<file path="src/rtl/bres_pkg.sv">
package bres_pkg;

    localparam int CMD_W         = 16;
    localparam int OP_LSB        = 12;
    localparam int BIT_Y_INC     = 7;
    localparam int BIT_Y_MAJOR   = 6;
    localparam int BIT_X_INC     = 5;
    localparam int BIT_DRAW      = 4;
    localparam int BIT_SKIP_LAST = 2;

    localparam logic [3:0] OP_NOP  = 4'h0;
    localparam logic [3:0] OP_LINE = 4'h2;

    typedef enum logic [2:0] {
        SEL_X     = 3'd0,
        SEL_Y     = 3'd1,
        SEL_ERR   = 3'd2,
        SEL_AXIAL = 3'd3,
        SEL_DIAG  = 3'd4,
        SEL_COUNT = 3'd5
    } cfg_sel_e;

    typedef enum logic [1:0] {
        ST_IDLE = 2'd0,
        ST_DRAW = 2'd1,
        ST_MOVE = 2'd2,
        ST_DONE = 2'd3
    } eng_state_e;

    typedef struct packed {
        logic y_inc;
        logic y_major;
        logic x_inc;
        logic draw;
        logic skip_last;
    } line_flags_t;

    function automatic line_flags_t decode_flags(input logic [CMD_W-1:0] w);
        line_flags_t f;
        f.y_inc     = w[BIT_Y_INC];
        f.y_major   = w[BIT_Y_MAJOR];
        f.x_inc     = w[BIT_X_INC];
        f.draw      = w[BIT_DRAW];
        f.skip_last = w[BIT_SKIP_LAST];
        return f;
    endfunction

endpackage

</file>
<file path="src/rtl/bres_constregs.sv">
module bres_constregs
    import bres_pkg::*;
#(
    parameter int DATA_W = 16,
    parameter int ERR_W  = 14,
    parameter int CNT_W  = 12
) (
    input  logic                    clk,
    input  logic                    rst_n,
    input  logic                    wr_en,
    input  cfg_sel_e                sel,
    input  logic [DATA_W-1:0]       wdata,
    output logic signed [ERR_W-1:0] axial,
    output logic signed [ERR_W-1:0] diag,
    output logic [CNT_W-1:0]        count
);

    always_ff @(posedge clk) begin
        if (!rst_n) begin
            axial <= '0;
            diag  <= '0;
            count <= '0;
        end else if (wr_en) begin
            case (sel)
                SEL_AXIAL: axial <= wdata[ERR_W-1:0];
                SEL_DIAG:  diag  <= wdata[ERR_W-1:0];
                SEL_COUNT: count <= wdata[CNT_W-1:0];
                default: ;
            endcase
        end
    end

endmodule

</file>
<file path="src/rtl/bres_stepper.sv">
module bres_stepper
    import bres_pkg::*;
#(
    parameter int COORD_W = 11,
    parameter int ERR_W   = 14
) (
    input  logic [COORD_W-1:0]      cur_x,
    input  logic [COORD_W-1:0]      cur_y,
    input  logic signed [ERR_W-1:0] err,
    input  logic signed [ERR_W-1:0] axial,
    input  logic signed [ERR_W-1:0] diag,
    input  line_flags_t             flags,
    output logic [COORD_W-1:0]      nxt_x,
    output logic [COORD_W-1:0]      nxt_y,
    output logic signed [ERR_W-1:0] nxt_err
);

    localparam logic [COORD_W-1:0] ONE = COORD_W'(1);

    logic                minor_go;
    logic [COORD_W-1:0]  x_moved;
    logic [COORD_W-1:0]  y_moved;

    always_comb begin
        minor_go = ~err[ERR_W-1];
        x_moved  = flags.x_inc ? (cur_x + ONE) : (cur_x - ONE);
        y_moved  = flags.y_inc ? (cur_y + ONE) : (cur_y - ONE);
        nxt_err  = minor_go ? (err + diag) : (err + axial);
        if (flags.y_major) begin
            nxt_y = y_moved;
            nxt_x = minor_go ? x_moved : cur_x;
        end else begin
            nxt_x = x_moved;
            nxt_y = minor_go ? y_moved : cur_y;
        end
    end

endmodule

</file>
<file path="src/rtl/bres_position.sv">
module bres_position
    import bres_pkg::*;
#(
    parameter int DATA_W  = 16,
    parameter int COORD_W = 11,
    parameter int ERR_W   = 14
) (
    input  logic                    clk,
    input  logic                    rst_n,
    input  logic                    wr_en,
    input  cfg_sel_e                sel,
    input  logic [DATA_W-1:0]       wdata,
    input  logic                    step_en,
    input  logic [COORD_W-1:0]      nxt_x,
    input  logic [COORD_W-1:0]      nxt_y,
    input  logic signed [ERR_W-1:0] nxt_err,
    output logic [COORD_W-1:0]      cur_x,
    output logic [COORD_W-1:0]      cur_y,
    output logic signed [ERR_W-1:0] err
);

    always_ff @(posedge clk) begin
        if (!rst_n) begin
            cur_x <= '0;
            cur_y <= '0;
            err   <= '0;
        end else if (step_en) begin
            cur_x <= nxt_x;
            cur_y <= nxt_y;
            err   <= nxt_err;
        end else if (wr_en) begin
            case (sel)
                SEL_X:   cur_x <= wdata[COORD_W-1:0];
                SEL_Y:   cur_y <= wdata[COORD_W-1:0];
                SEL_ERR: err   <= wdata[ERR_W-1:0];
                default: ;
            endcase
        end
    end

endmodule

</file>
<file path="src/rtl/bres_ctrl.sv">
module bres_ctrl
    import bres_pkg::*;
#(
    parameter int CNT_W = 12
) (
    input  logic             clk,
    input  logic             rst_n,
    input  logic             cmd_go,
    input  line_flags_t      cmd_flags,
    input  logic [CNT_W-1:0] count,
    input  logic             pix_ready,
    output logic             busy,
    output logic             pix_valid,
    output logic             step_en,
    output line_flags_t      run_flags
);

    localparam int REM_W = CNT_W + 1;
    localparam logic [REM_W-1:0] REM_ONE = REM_W'(1);

    eng_state_e       state_q;
    eng_state_e       state_d;
    logic [REM_W-1:0] rem_q;
    logic [REM_W-1:0] total;
    logic             last_step;
    logic             accept;

    always_comb begin
        total     = {1'b0, count} + {{CNT_W{1'b0}}, ~cmd_flags.skip_last};
        last_step = (rem_q == REM_ONE);
        accept    = (state_q == ST_IDLE) && cmd_go;
    end

    // next-state logic
    always_comb begin
        state_d = state_q;
        unique case (state_q)
            ST_IDLE: begin
                if (cmd_go) begin
                    if (total == '0)         state_d = ST_DONE;  // START_EMPTY
                    else if (cmd_flags.draw) state_d = ST_DRAW;  // START_DRAW
                    else                     state_d = ST_MOVE;  // START_MOVE
                end
            end
            ST_DRAW: if (pix_ready && last_step) state_d = ST_IDLE; // DRAW_END
            ST_MOVE: if (last_step)              state_d = ST_IDLE; // MOVE_END
            ST_DONE:                             state_d = ST_IDLE; // EMPTY_END
        endcase
    end

    // state register
    always_ff @(posedge clk) begin
        if (!rst_n) state_q <= ST_IDLE;
        else        state_q <= state_d;
    end

    // remaining-step counter and latched flags
    always_ff @(posedge clk) begin
        if (!rst_n) begin
            rem_q     <= '0;
            run_flags <= '0;
        end else if (accept) begin
            rem_q     <= total;
            run_flags <= cmd_flags;
        end else if (step_en) begin
            rem_q <= rem_q - REM_ONE;
        end
    end

    // outputs
    always_comb begin
        busy      = 1'b0;
        pix_valid = 1'b0;
        step_en   = 1'b0;
        unique case (state_q)
            ST_IDLE: ;
            ST_DRAW: begin
                busy      = 1'b1;
                pix_valid = 1'b1;
                step_en   = pix_ready;
            end
            ST_MOVE: begin
                busy    = 1'b1;
                step_en = 1'b1;
            end
            ST_DONE: busy = 1'b1;
        endcase
    end

endmodule

</file>
<file path="src/rtl/bres_line_engine.sv">
module bres_line_engine
    import bres_pkg::*;
#(
    parameter int DATA_W  = 16,
    parameter int COORD_W = 11,
    parameter int ERR_W   = 14,
    parameter int CNT_W   = 12
) (
    input  logic               clk,
    input  logic               rst_n,
    input  logic               cfg_we,
    input  logic [2:0]         cfg_addr,
    input  logic [DATA_W-1:0]  cfg_wdata,
    input  logic               cmd_we,
    input  logic [CMD_W-1:0]   cmd_word,
    input  logic               pix_ready,
    output logic               pix_valid,
    output logic [COORD_W-1:0] pix_x,
    output logic [COORD_W-1:0] pix_y,
    output logic [COORD_W-1:0] pos_x,
    output logic [COORD_W-1:0] pos_y,
    output logic               busy
);

    cfg_sel_e                sel;
    logic                    host_wr;
    logic                    cmd_go;
    line_flags_t             cmd_flags;
    line_flags_t             run_flags;
    logic                    step_en;
    logic signed [ERR_W-1:0] axial;
    logic signed [ERR_W-1:0] diag;
    logic [CNT_W-1:0]        count;
    logic signed [ERR_W-1:0] err;
    logic signed [ERR_W-1:0] nxt_err;
    logic [COORD_W-1:0]      cur_x;
    logic [COORD_W-1:0]      cur_y;
    logic [COORD_W-1:0]      nxt_x;
    logic [COORD_W-1:0]      nxt_y;

    always_comb begin
        sel       = cfg_sel_e'(cfg_addr);
        host_wr   = cfg_we && !busy;
        cmd_go    = cmd_we && (cmd_word[OP_LSB+3:OP_LSB] == OP_LINE);
        cmd_flags = decode_flags(cmd_word);
    end

    bres_constregs #(.DATA_W(DATA_W), .ERR_W(ERR_W), .CNT_W(CNT_W)) u_const (
        .clk   (clk),
        .rst_n (rst_n),
        .wr_en (host_wr),
        .sel   (sel),
        .wdata (cfg_wdata),
        .axial (axial),
        .diag  (diag),
        .count (count)
    );

    bres_ctrl #(.CNT_W(CNT_W)) u_ctrl (
        .clk       (clk),
        .rst_n     (rst_n),
        .cmd_go    (cmd_go),
        .cmd_flags (cmd_flags),
        .count     (count),
        .pix_ready (pix_ready),
        .busy      (busy),
        .pix_valid (pix_valid),
        .step_en   (step_en),
        .run_flags (run_flags)
    );

    bres_stepper #(.COORD_W(COORD_W), .ERR_W(ERR_W)) u_step (
        .cur_x   (cur_x),
        .cur_y   (cur_y),
        .err     (err),
        .axial   (axial),
        .diag    (diag),
        .flags   (run_flags),
        .nxt_x   (nxt_x),
        .nxt_y   (nxt_y),
        .nxt_err (nxt_err)
    );

    bres_position #(.DATA_W(DATA_W), .COORD_W(COORD_W), .ERR_W(ERR_W)) u_pos (
        .clk     (clk),
        .rst_n   (rst_n),
        .wr_en   (host_wr),
        .sel     (sel),
        .wdata   (cfg_wdata),
        .step_en (step_en),
        .nxt_x   (nxt_x),
        .nxt_y   (nxt_y),
        .nxt_err (nxt_err),
        .cur_x   (cur_x),
        .cur_y   (cur_y),
        .err     (err)
    );

    always_comb begin
        pix_x = cur_x;
        pix_y = cur_y;
        pos_x = cur_x;
        pos_y = cur_y;
    end

endmodule

</file>
<file path="config.mk">
export PLATFORM = sky130hd
export DESIGN_NAME = bres_line_engine
export DESIGN_NICKNAME = d
export VERILOG_FILES = /design/src/rtl/bres_pkg.sv /design/src/rtl/bres_constregs.sv /design/src/rtl/bres_stepper.sv /design/src/rtl/bres_position.sv /design/src/rtl/bres_ctrl.sv /design/src/rtl/bres_line_engine.sv
export SDC_FILE = /design/constraint.sdc
export NUM_CORES = 1
export LEC_CHECK = 0
export ABC_AREA = 0
export BUFFER_PORTS_ARGS = -buffer_cell sky130_fd_sc_hd__buf_2
export CAP_MARGIN = 10
export CELL_PAD_IN_SITES_DETAIL_PLACEMENT = 1
export CELL_PAD_IN_SITES_GLOBAL_PLACEMENT = 2
export CORE_ASPECT_RATIO = 0.7
export CORE_MARGIN = 3
export CORE_UTILIZATION = 32
export DETAILED_ROUTE_END_ITERATION = 16
export PLACE_DENSITY = 0.83
export SLEW_MARGIN = 15
export SYNTH_ARGS = -nofsm -noshare
export SYNTH_HDL_FRONTEND = slang
export SYNTH_HIERARCHICAL = 1
export SYNTH_SLANG_ARGS = --single-unit
</file>
<file path="constraint.sdc">
create_clock -name clk -period 2.62 [get_ports clk]
set_input_delay 0.524 -clock clk [delete_from_list [all_inputs] [get_ports clk]]
set_output_delay 0.524 -clock clk [all_outputs]
set_load 0.01 [all_outputs]
</file>
=== Word level (Yosys, flattened, before mapping) ===
Index checks and enable logic that the tools add are counted.

* Register bits: 94
* Input port bits: 40
* Output and inout port bits: 46
* Logic and storage cells: 83

* Add/sub/neg operators: 8
* Eq/ne operators: 15
* Muxes and demuxes: 27
* Bitwise logic cells: 1
* Reductions and logical operators: 21

{| class="wikitable"
|+ Operator list
! operator !! number
|-
| 11-bit two-way mux || 12
|-
| 14-bit two-way mux || 4
|-
| 14-bit adder || 2
|-
| 13-bit two-way mux || 2
|-
| 11-bit by 1-bit adder with 11-bit output, second input constant || 2
|-
| 11-bit by 1-bit subtractor with 11-bit output, second input constant || 2
|-
| 12-bit by 1-bit adder with 13-bit output || 1
|-
| 13-bit by 1-bit equality test with 1-bit output, second input constant || 1
|-
| 13-bit logical NOT || 1
|-
| 13-bit by 1-bit subtractor with 13-bit output, second input constant || 1
|-
| 2-bit two-way mux || 5
|-
| 2-bit nonzero test || 5
|-
| 3-bit AND reduction || 3
|-
| 2-bit one-hot mux with 4 select lines || 1
|-
| 2-bit AND reduction || 4
|-
| 3-bit by 2-bit equality test with 1-bit output, second input constant || 2
|-
| 3-bit equality test, second input constant || 2
|-
| 2-bit by 1-bit inequality test with 1-bit output, second input constant || 3
|-
| 3-bit inequality test, second input constant || 2
|-
| 2-bit equality test, second input constant || 2
|-
| 4-bit by 2-bit equality test with 1-bit output, second input constant || 1
|-
| 1-bit logical AND || 4
|-
| 3-bit by 1-bit equality test with 1-bit output, second input constant || 1
|-
| 3-bit logical NOT || 1
|-
| other kinds (7) || 8
|}

=== Depth between registers and ports, before layout ===
Gate-level depths: netlist of run 1.

* Depth in word-level cells: 7
* Gate-level depth with buffers: 13
* Gate-level depth less buffers: 12

=== By module ===
Netlist of run 1, hierarchy kept.

{| class="wikitable"
|+ By module, submodules not included
! module !! times used !! cells an instance !! area each (um^2) !! sequential area each (um^2)
|-
| bres_stepper || 1 || 260 || 1,824.2 || 0.0
|-
| bres_position || 1 || 177 || 1,554.0 || 720.7
|-
| bres_constregs || 1 || 147 || 1,511.4 || 800.8
|-
| bres_ctrl || 1 || 182 || 1,411.4 || 400.4
|-
| bres_line_engine || 1 || 25 || 185.2 || 0.0
|}

=== Worst setup path before layout of run 1 ===
OpenSTA, ideal clock, no wires.

* Kind: flip-flop to flip-flop
* From: reg u_pos.err[13]
* To: reg u_pos.err[13]
* Library setup time: 122 ps
* Data arrival time: 2,590 ps
* Required time: 2,498 ps
* Path slack: -92 ps
* Stages on the path, launching flop included: 14
* Buffers on the path: 2
* Clock period less this slack: 2,712 ps
* Path through: dfxtp_1 clkbuf_1 buf_2 mux2i_1 inv_1 ha_1 a211oi_2 o21bai_1 a21oi_2 o21ai_2 a311oi_2 xnor2_1 o21ai_0 a21oi_1

* Word-level cells in the longest chain between the ends: 3
* Elaborated cells on any way between the ends: 4
* Those cells by class: add/sub: 2; mux: 2

{| class="wikitable"
|+ RTL lines
! what !! RTL line !! text
|-
| start: declaration || bres_position.sv:19 || <nowiki>output logic signed [ERR_W-1:0] err</nowiki>
|-
| start signal: assignment || bres_position.sv:30 || <nowiki>err <= nxt_err;</nowiki>
|-
| start signal: assignment || bres_position.sv:35 || <nowiki>SEL_ERR: err <= wdata[ERR_W-1:0];</nowiki>
|-
| 14-bit adder || bres_stepper.sv:28 || <nowiki>nxt_err = minor_go ? (err + diag) : (err + axial);</nowiki>
|-
| 14-bit two-way mux (*) || bres_stepper.sv:28 ||
|-
| net nxt_err[13] || bres_line_engine.sv:35 || <nowiki>logic signed [ERR_W-1:0] nxt_err;</nowiki>
|-
| 14-bit two-way mux (*) || bres_position.sv:27 || <nowiki>end else if (step_en) begin</nowiki>
|}

The timed path passes the listed nets; every way through them passes the cells marked *.
A chain may end at the register's enable or synchronous reset.

=== Worst setup path in the final report of run 1 ===
* From: reg u_pos.err[13]
* To: reg u_pos.err[8]

* Word-level cells in the longest chain between the ends: 2

{| class="wikitable"
|+ RTL lines
! what !! RTL line
|-
| 14-bit two-way mux || bres_stepper.sv:28
|-
| net nxt_err[8] || bres_line_engine.sv:35
|-
| 14-bit two-way mux || bres_position.sv:27
|}

The timed path passes the listed nets, and every way through them passes these cells.

==> flow_metrics.env, run 1 <==
export IMPL_status="finished, final reports clean"
export IMPL_drt_wirelength_per_cell_um=17.5
export IMPL_drt_pass1_iter_count=4
export IMPL_num_vias=5772
export IMPL_io_pins=86
export IMPL_switchingPower_uw=2020
export IMPL_arrival_ns=2.79
export IMPL_grt_use_met2=0.276
export IMPL_comb_power_share=0.429
export IMPL_slowest_stage="dfxtp_4"
export IMPL_cp_slowest_stage_delay_ns=0.40
export IMPL_worst_slew_pin_slew_ns=0.781
export IMPL_port_buffers=76
export IMPL_coreArea_sq_um=19300
export IMPL_die_h_um=125
export IMPL_p_per_area_nw_per_um2=717
export IMPL_hold_path_depth=3
export IMPL_cts_made_buffers=9
export IMPL_r2r_end="u_pos/err[8]"
export IMPL_nets=923
export IMPL_busiest_layer="met2"
export IMPL_critPathCaptureType="flop"
export IMPL_place_congestion=0.886
export IMPL_hp_class="primary input to flop"
export IMPL_cap_viol_max_count=0
export IMPL_start_kind="flop"
export IMPL_slew_headroom=0.478
export IMPL_hold_viol_final=0
export IMPL_n_antenna_cell=0
export IMPL_power_frac_seq=0.328
export IMPL_fin_crit_sh=0.959
export IMPL_area_growth_pct=16.0
export IMPL_drive_above_1_share=0.206
export IMPL_grt_total_usage=0.178
export IMPL_viasPerCell=5.20
export IMPL_drtIter0Drc=341
export IMPL_critPathKind="flop to flop"
export IMPL_crit_family="compound AO/OA/AOI/OAI gates"
export IMPL_place_inst=1093
export IMPL_finalSetupViolations=0
export IMPL_cp_common_cell="o21ai_1"
export IMPL_htree_levels=3
export IMPL_path_buf_inv=1
export IMPL_p_sw_frac=0.378
export IMPL_drv_slew=0
export IMPL_cp_required_ns=2.90
export IMPL_grt_max_degree=99
export IMPL_dieArea_sq_um=21800
export IMPL_rsz0062_at_grt="yes"
export IMPL_dp_hpwl_mm=14.3
export IMPL_syn_num_nets=865
export IMPL_antenna_found_initial=0
export IMPL_met1_usage=0.257
export IMPL_leakagePower_uw=0.00331
export IMPL_synth_area_sq_um=6420
export IMPL_nFillCells=2349
export IMPL_cts_tree="built"
export IMPL_routed_wl_mm=19.4
export IMPL_grt_pass1_wl_mm=31.4
export IMPL_hold_start="cmd_word[5]"
export IMPL_grt_pass1_vias=5737
export IMPL_yosys_warnings=6
export IMPL_ant_nets=0
export IMPL_timing_rr_start="u_pos/err[13]"
export IMPL_rows=42
export IMPL_rr_worst_depth=12
export IMPL_path_cells="mux2_4 > ha_4 > inv_2 > fa_2 > nor2b_2 > o31a_1 > o21ai_1 > nand2b_1 > a31oi_2 > xnor2_1 > o21ai_1 > a211oi_2"
export IMPL_multi_input_area_sq_um=4150
export IMPL_utilization=0.386
export IMPL_drc=0
export IMPL_overflow=0
export IMPL_cp_max_fo=5
export IMPL_p_int_uw=3320
export IMPL_register_area_sq_um=1890
export IMPL_postSynthCellCount=783
export IMPL_clock_latency_ns=0.36
export IMPL_fmax_ghz=0.398
export IMPL_initial_core_util=0.333
export IMPL_tns_ns=0
export IMPL_finClkSkew_ns=0.00757
export IMPL_r2r_slack_ns=0.11
export IMPL_cts_buffer_depth=2
export IMPL_die_w_um=175
export IMPL_finalNonFillerCells=1110
export IMPL_cts_sinks=94
export IMPL_synth_avg_cell_area_sq_um=8.20
export IMPL_clk_pin_slew_ns=0.07
export IMPL_min_period_ns=2.51
export IMPL_holdPathEnd="u_ctrl/run_flags[2]"
export IMPL_gr_usage_met3=0.0387
export IMPL_ir_worst_vdd_mv=0.262
export IMPL_clock_root_buffer="clkbuf_16"
export IMPL_clkPwrFrac=0.243
-- power by group through the flow --
stage                     Combinational [uW]  Sequential (uW)  Clock, uW
after floorplan                         1630             1770          0
after global placement                  2180             1770          0
after detailed placement                2220             1780          0
after CTS                               2240             1750       1340
after global routing                    2550             1780       1410
final                                   2290             1750       1300
-- flip-flops by register name (all words and copies together), names as in the netlist --
name / flops
u_const/axial: 14
u_const/count: 12
u_const/diag: 14
u_ctrl/rem_q: 13
u_ctrl/run_flags: 3
u_ctrl/state_q: 2
u_pos/cur_x: 11
u_pos/cur_y: 11
u_pos/err: 14
-- what timing repair did --
item	in CTS	in global routing
resized for setup	3	24
endpoints found under the setup margin	5	12
pin swaps	1	12
hold buffers	0	0
setup buffers	0	1
-- worst max-delay path by stage --
stage	to	cells past startpoint	start
3_5_place_dp	u_pos/err[13]	12	u_pos/err[13]
4_1_cts	u_pos/cur_y[9]	11	u_ctrl/run_flags[4]
5_1_grt	u_pos/err[8]	12	u_pos/err[13]
3_3_place_gp	u_pos/err[10]	11	u_pos/err[13]
2_1_floorplan	u_pos/err[13]	13	u_pos/err[13]
6_report	u_pos/err[8]	12	u_pos/err[13]
-- layout make-up --
type                       count  share of cell area
sequential                    94               0.253
clock inverter                 5             0.00437
clock buffer                  11              0.0339
tap                          264              0.0443
timing repair buffer         113              0.0927
inverter                      30              0.0151
multi-input combinational    593               0.556
-- worst min-delay path, cell delays in order --
cell and delay [ns]:
buf_2 0.10, nand2_1 0.05, a21oi_1 0.05
-- cell usage in the layout (no fill, tap or decap), types with 3 or more instances in the layout --
| cell | n |
|---|---|
| nor2_1 | 50 |
| nand4_1 | 5 |
| a31oi_1 | 5 |
| o211a_1 | 3 |
| and2_1 | 3 |
| nand3_1 | 7 |
| buf_4 | 34 |
| xnor2_1 | 31 |
| or4_1 | 3 |
| clkinv_2 | 3 |
| ha_1 | 35 |
| o21ai_0 | 57 |
| nand2_1 | 92 |
| nor4_1 | 4 |
| mux2_2 | 11 |
| inv_1 | 29 |
| dfxtp_1 | 92 |
| o31ai_1 | 5 |
| xor2_1 | 18 |
| ha_4 | 4 |
| a21oi_1 | 56 |
| nor2b_1 | 5 |
| buf_2 | 76 |
| o21a_1 | 7 |
| nand2b_1 | 5 |
| a21oi_2 | 3 |
| mux2i_1 | 58 |
| o211ai_1 | 3 |
| a21o_1 | 5 |
| o21ai_1 | 8 |
| clkbuf_16 | 9 |
| a211oi_1 | 28 |
| nor3_1 | 41 |
-- through the flow --
stage          area (sq um)  power (uW)  worst slack [ns]  hold WS, ns
2_1_floorplan          6420        3400            0.0285        0.432
3_3_place_gp           7040        3940            0.0220        0.442
3_5_place_dp           7040        3990           -0.0793        0.447
4_1_cts                7340        5330            0.0150        0.396
5_1_grt                7450        5740           -0.0585        0.395
6_report               7450        5340             0.106        0.409
-- layer usage --
metal | vias up | wire [um]
met5 | - | 0
met4 | 0 | 99
met3 | 6 | 610
met2 | 94 | 8770
met1 | 2809 | 9960
li1 | 2863 | -
Note: power is estimated with default switching activity, not from simulation.
==> run 2, diff against run 1 <==
Settings changed: REMOVE_ABC_BUFFERS set to 1.
==> run 2 against run 1 <==
Largest cell class unchanged. Register-to-register slack got worse by 0.12 ns. The run now ends with negative setup slack left. Cell area grew 0.69%. Cell count up 0.54%. Global-route usage down 0.91 points. Worst hold slack better by 0.012 ns. Critical path depth up 1. Sequential cell count is the same. Via count fell by 1.7%.
==> flow_metrics.env, run 2 (synthesis gave the netlist of run 1 again) <==
export IMPL_cap_viol_max_count=0
export IMPL_drc=0
export IMPL_clock_latency_ns=0.35
export IMPL_nFillCells=2332
export IMPL_drtIter0Drc=285
export IMPL_violations="negative setup slack"
export IMPL_cts_buffer_depth=2
export IMPL_finClkSkew_ns=0.00977
export IMPL_hold_path_depth=3
export IMPL_tns_ns=-0.0105
export IMPL_crit_cells=13
export IMPL_clk_pin_slew_ns=0.07
export IMPL_utilization=0.389
export IMPL_switchingPower_uw=1990
export IMPL_drive_above_1_share=0.208
export IMPL_crit_family="compound AO/OA/AOI/OAI gates"
export IMPL_num_vias=5672
export IMPL_drt_pass1_iter_count=4
export IMPL_slowest_stage="o31a_1"
export IMPL_dieArea_sq_um=21800
export IMPL_finalNonFillerCells=1116
export IMPL_p_int_uw=3370
export IMPL_path_buf_inv=2
export IMPL_status="finished, violations left"
export IMPL_path_cells="buf_12 > mux2_4 > ha_4 > inv_2 > fa_2 > nor2b_2 > o31a_1 > o21ai_1 > nand2b_1 > a31oi_1 > xnor2_1 > o21ai_1 > a211oi_1"
export IMPL_layout_common_cells="nand2_1 (92), dfxtp_1 (92), buf_2 (76), mux2i_1 (58), a21oi_1 (57)"
export IMPL_start_kind="flop"
export IMPL_cp_max_fo=5
export IMPL_rr_worst_depth=13
export IMPL_setup_ws_ns=-0.0105
export IMPL_port_buffers=76
export IMPL_coreArea_sq_um=19300
export IMPL_slew_headroom=0.508
export IMPL_rsz0062_at_grt="yes"
export IMPL_grt_total_usage=0.169
export IMPL_viasPerCell=5.08
export IMPL_p_sw_frac=0.372
export IMPL_grt_pass1_wl_mm=30.0
export IMPL_finalSetupViolations=1
export IMPL_clkPwrFrac=0.247
export IMPL_hp_class="primary input to flop"
export IMPL_p_per_area_nw_per_um2=715
export IMPL_nets=929
export IMPL_antenna_found_initial=0
export IMPL_hold_viol_final=0
export IMPL_overflow=0
export IMPL_worst_slew_pin_slew_ns=0.736
export IMPL_ant_nets=0
export IMPL_critPathCaptureType="flop"
export IMPL_cts_tree="built"
export IMPL_die_h_um=125
export IMPL_cp_common_cell="o21ai_1"
export IMPL_drt_wirelength_per_cell_um=16.6
export IMPL_cp_required_ns=2.88
export IMPL_cts_made_buffers=9
export IMPL_place_congestion=0.862
export IMPL_area_growth_pct=16.8
export IMPL_dp_hpwl_mm=13.9
export IMPL_arrival_ns=2.89
export IMPL_power_frac_seq=0.325
export IMPL_top_regs="u_const/axial (14), u_const/diag (14), u_pos/err (14)"
export IMPL_critPathKind="flop to flop"
export IMPL_rows=42
export IMPL_cp_slowest_stage_delay_ns=0.36
export IMPL_leakagePower_uw=0.00334
export IMPL_hold_slack_ns=0.422
export IMPL_min_period_ns=2.63
export IMPL_comb_power_share=0.427
export IMPL_fin_crit_sh=1.00
export IMPL_io_pins=86
export IMPL_fmax_ghz=0.380
export IMPL_routed_wl_mm=18.5
export IMPL_cts_sinks=94
export IMPL_n_antenna_cell=0
export IMPL_placed_cell_area_sq_um=7100
export IMPL_initial_core_util=0.333
export IMPL_die_w_um=175
export IMPL_stdcell_area_sq_um=7500
export IMPL_clock_root_buffer="clkbuf_16"
export IMPL_drv_slew=0
export IMPL_place_inst=1097
export IMPL_htree_levels=3
export IMPL_grt_max_degree=99
export IMPL_grt_pass1_vias=5538
export IMPL_ir_worst_vdd_mv=0.279
run 2: power groups by stage:
stage	clock network (uW)	registers, uW	logic, uW
2_1_floorplan	0	1810	1450
3_3_place_gp	0	1770	2210
3_5_place_dp	0	1780	2250
4_1_cts	1370	1740	2270
5_1_grt	1430	1780	2570
6_report	1330	1740	2290
run 2: final cells by class:
class	count	area (sq um)	area share
multi-input combinational	593	4120	0.550
sequential	94	1880	0.251
timing repair buffer	119	757	0.101
tap	264	330	0.0440
clock buffer	10	229	0.0305
inverter	30	116	0.0155
clock inverter	6	62.6	0.00834
run 2: worst register-to-register path, delay by kind of cell (launching register included):
| family | cells | cell delay (ns) |
|---|---|---|
| AOI/OAI and AO/OA | 5 | 1.02 |
| adders and majority gates | 2 | 0.38 |
| DFF | 1 | 0.35 |
| muxes | 1 | 0.31 |
| buffers and inverters | 2 | 0.18 |
| and+or+nand+nor | 2 | 0.15 |
| xor gates and xnor gates | 1 | 0.15 |
run 2: per-layer routing:
layer	wire length, um	up-vias	GRT usage	share of wire
met5	0	-	0	0
met4	140	0	0.0352	0.0076
met3	713	12	0.0280	0.039
met2	7830	81	0.254	0.42
met1	9810	2703	0.254	0.53
li1	-	2876	-	-
run 2: path summary, 6_finish.rpt:
check             slack (ns)                   to        startpoint
setup / recovery       -0.01         u_pos/err[8]     u_pos/err[13]
hold / removal          0.42  u_ctrl/run_flags[4]       cmd_word[7]
setup reg to reg       -0.01         u_pos/err[8]     u_pos/err[13]
hold reg to reg         0.46     u_const/diag[13]  u_const/diag[13]
run 2: timing repair:
item | in CTS | in global routing
buffers inserted | 1 | 2
endpoints found under the setup margin | 3 | 14
hold buffers | 0 | 0
pin swaps | 3 | 12
resized for setup | 1 | 23
run 2: per-stage QoR:
step                      power (uW)  setup WS (ns)
after floorplan                 3270        -0.0877
after global placement          3980         0.0415
after detailed placement        4030        -0.0237
after CTS                       5380         0.0101
after global routing            5770         -0.156
final                           5360        -0.0105
==> run 3, diff against run 2 <==
Settings changed: SETUP_SLACK_MARGIN set to 0.1.
==> run 3 against run 2 <==
Die area did not move. Sequential cell count did not move. Sequential power barely moved. Critical path type unchanged. Routed wire length rose by 1.1%. Critical endpoint is now u_pos/err[11]. Critical path depth did not move. Cell count rose by 0.18%. Clock skew barely moved. The run now ends clean. Setup slack improved by 0.038 ns. Combinational power barely moved. Sequential share of layout area fell by 0.17 points. Clock power barely moved. Core utilization rose by 0.30 points.
==> flow_metrics.env, run 3 (synthesis gave the netlist of run 1 again) <==
export IMPL_nFillCells=2324
export IMPL_drive_above_1_share=0.221
export IMPL_nets=931
export IMPL_grt_max_degree=99
export IMPL_place_inst=1097
export IMPL_grt_pass1_wl_mm=30.1
export IMPL_dieArea_sq_um=21800
export IMPL_clk_pin_slew_ns=0.07
export IMPL_place_congestion=0.862
export IMPL_layout_commonest_cell="nand2_1"
export IMPL_cts_sinks=94
export IMPL_slowest_stage="mux2_2"
export IMPL_finClkSkew_ns=0.00981
export IMPL_timing_rr_start="u_pos/err[13]"
export IMPL_fmax_ghz=0.386
export IMPL_clock_latency_ns=0.36
export IMPL_fin_crit_sh=0.989
export IMPL_viasPerCell=5.11
export IMPL_utilization=0.392
export IMPL_slew_headroom=0.505
export IMPL_io_pins=86
export IMPL_leakagePower_uw=0.00335
export IMPL_clock_root_buffer="clkbuf_16"
export IMPL_setup_ws_ns=0.0280
export IMPL_die_w_um=175
export IMPL_dp_hpwl_mm=13.9
export IMPL_total_power_uw=5400
export IMPL_routed_wl_mm=18.7
export IMPL_cp_slowest_stage_delay_ns=0.36
export IMPL_status="finished, final reports clean"
export IMPL_arrival_ns=2.88
export IMPL_p_per_area_nw_per_um2=715
export IMPL_drt_wirelength_per_cell_um=16.7
export IMPL_area_growth_pct=17.7
export IMPL_drt_pass1_iter_count=5
export IMPL_start_kind="flop"
export IMPL_finalNonFillerCells=1118
export IMPL_r2r_end="u_pos/err[11]"
export IMPL_hold_slack_ns=0.415
export IMPL_cap_viol_max_count=0
export IMPL_overflow=0
export IMPL_cp_max_fo=9
export IMPL_die_h_um=125
export IMPL_grt_total_usage=0.169
export IMPL_min_period_ns=2.59
export IMPL_top_regs="u_const/axial (14), u_const/diag (14), u_pos/err (14)"
export IMPL_layout_common_cells="nand2_1 (92), dfxtp_1 (91), buf_2 (76), mux2i_1 (58), a21oi_1 (55)"
export IMPL_grt_pass1_vias=5561
export IMPL_rsz0062_at_grt="yes"
export IMPL_drtIter0Drc=277
export IMPL_cts_made_buffers=9
export IMPL_n_antenna_cell=0
export IMPL_hp_class="primary input to flop"
export IMPL_ir_worst_vdd_mv=0.280
export IMPL_critPathKind="flop to flop"
export IMPL_cts_buffer_depth=2
export IMPL_hold_viol_final=0
export IMPL_drc=0
export IMPL_worst_slew_pin_slew_ns=0.741
export IMPL_coreArea_sq_um=19300
export IMPL_cts_tree="built"
export IMPL_preCtsSetupSlack_ns=-0.0237
export IMPL_htree_levels=3
export IMPL_port_buffers=76
export IMPL_rr_worst_depth=13
export IMPL_drv_slew=0
export IMPL_finalSetupViolations=0
export IMPL_rows=42
export IMPL_ant_nets=0
export IMPL_initial_core_util=0.333
export IMPL_hold_start="cmd_word[7]"
export IMPL_holdPathEnd="u_ctrl/run_flags[4]"
export IMPL_critPathCaptureType="flop"
export IMPL_r2r_slack_ns=0.03
export IMPL_hold_path_depth=3
export IMPL_path_cells="buf_12 > buf_6 > mux2_2 > ha_4 > o21ai_1 > o21bai_2 > a21oi_2 > o21ai_2 > buf_4 > a31oi_2 > xnor2_1 > o21ai_0 > a21oi_1"
export IMPL_num_vias=5715
export IMPL_antenna_found_initial=0
export IMPL_cp_required_ns=2.91
-- run 3: cell count changes in the layout (fill, tap and decap cells not counted), moves of 2 or more --
cell	previous run	this run
a31oi_2	2	5
a31oi_1	6	3
o21ai_1	11	9
a21oi_2	2	4
a21oi_1	57	55
o21ai_2	1	4
-- run 3: critical path, delay by kind of cell, from the launching register on --
| family | cells | cell delay [ns] |
|---|---|---|
| AO/OA/AOI/OAI | 7 | 0.92 |
| buffers and inverters | 3 | 0.41 |
| multiplexers | 1 | 0.36 |
| flip-flops | 1 | 0.35 |
| adder cells (fa/ha/maj) | 1 | 0.29 |
| XOR/XNOR | 1 | 0.19 |
-- run 3: worst max-delay path by stage --
stage | end | cells past startpoint | startpoint
5_1_grt | u_pos/err[13] | 12 | u_pos/err[13]
4_1_cts | u_pos/err[13] | 11 | u_pos/err[13]
6_report | u_pos/err[11] | 13 | u_pos/err[13]
3_5_place_dp | u_pos/err[8] | 13 | u_pos/err[13]
2_1_floorplan | u_pos/cur_x[5] | 7 | u_ctrl/state_q[1]
3_3_place_gp | u_pos/err[8] | 13 | u_pos/err[13]
-- run 3: per-layer routing --
metal / up-vias / track usage / wire length [um]
li1: 2878 / - / -
met1: 2744 / 0.252 / 9710
met2: 79 / 0.256 / 8020
met3: 14 / 0.0280 / 811
met4: 0 / 0.0352 / 157
met5: - / 0 / 0
-- run 3: repair_timing --
| action | CTS | global route |
|---|---|---|
| endpoints found under the setup margin | 9 | 18 |
| hold buffers | 0 | 0 |
| pin swaps | 7 | 14 |
| gates resized for setup | 11 | 25 |
| buffers inserted | 1 | 3 |
| cloned | 0 | 1 |
-- run 3: power breakdown --
group | internal [uW] | switching (uW) | total (uW)
Clock | 738 | 595 | 1330
Sequential | 1590 | 156 | 1750
Combinational | 1060 | 1270 | 2320
Total | 3390 | 2020 | 5400
-- run 3: final cells by class --
type                    count  area, sq um  share of cell area
clock inverters             6         62.6             0.00828
repair inverters            1         5.00            0.000662
clock buffers              10          229              0.0303
well taps                 264          330              0.0437
inverters                  30          116              0.0154
flip-flops and latches     94         1890               0.249
repair buffers            120          768               0.102
multi-input cells         593         4160               0.551
-- run 3: metrics by stage --
step | area (sq um) | setup TNS, ns
floorplan | 6030 | -2.61
global placement | 7100 | 0
detailed placement | 7100 | -0.0321
CTS | 7420 | 0
global route | 7560 | -0.450
finish | 7560 | 0
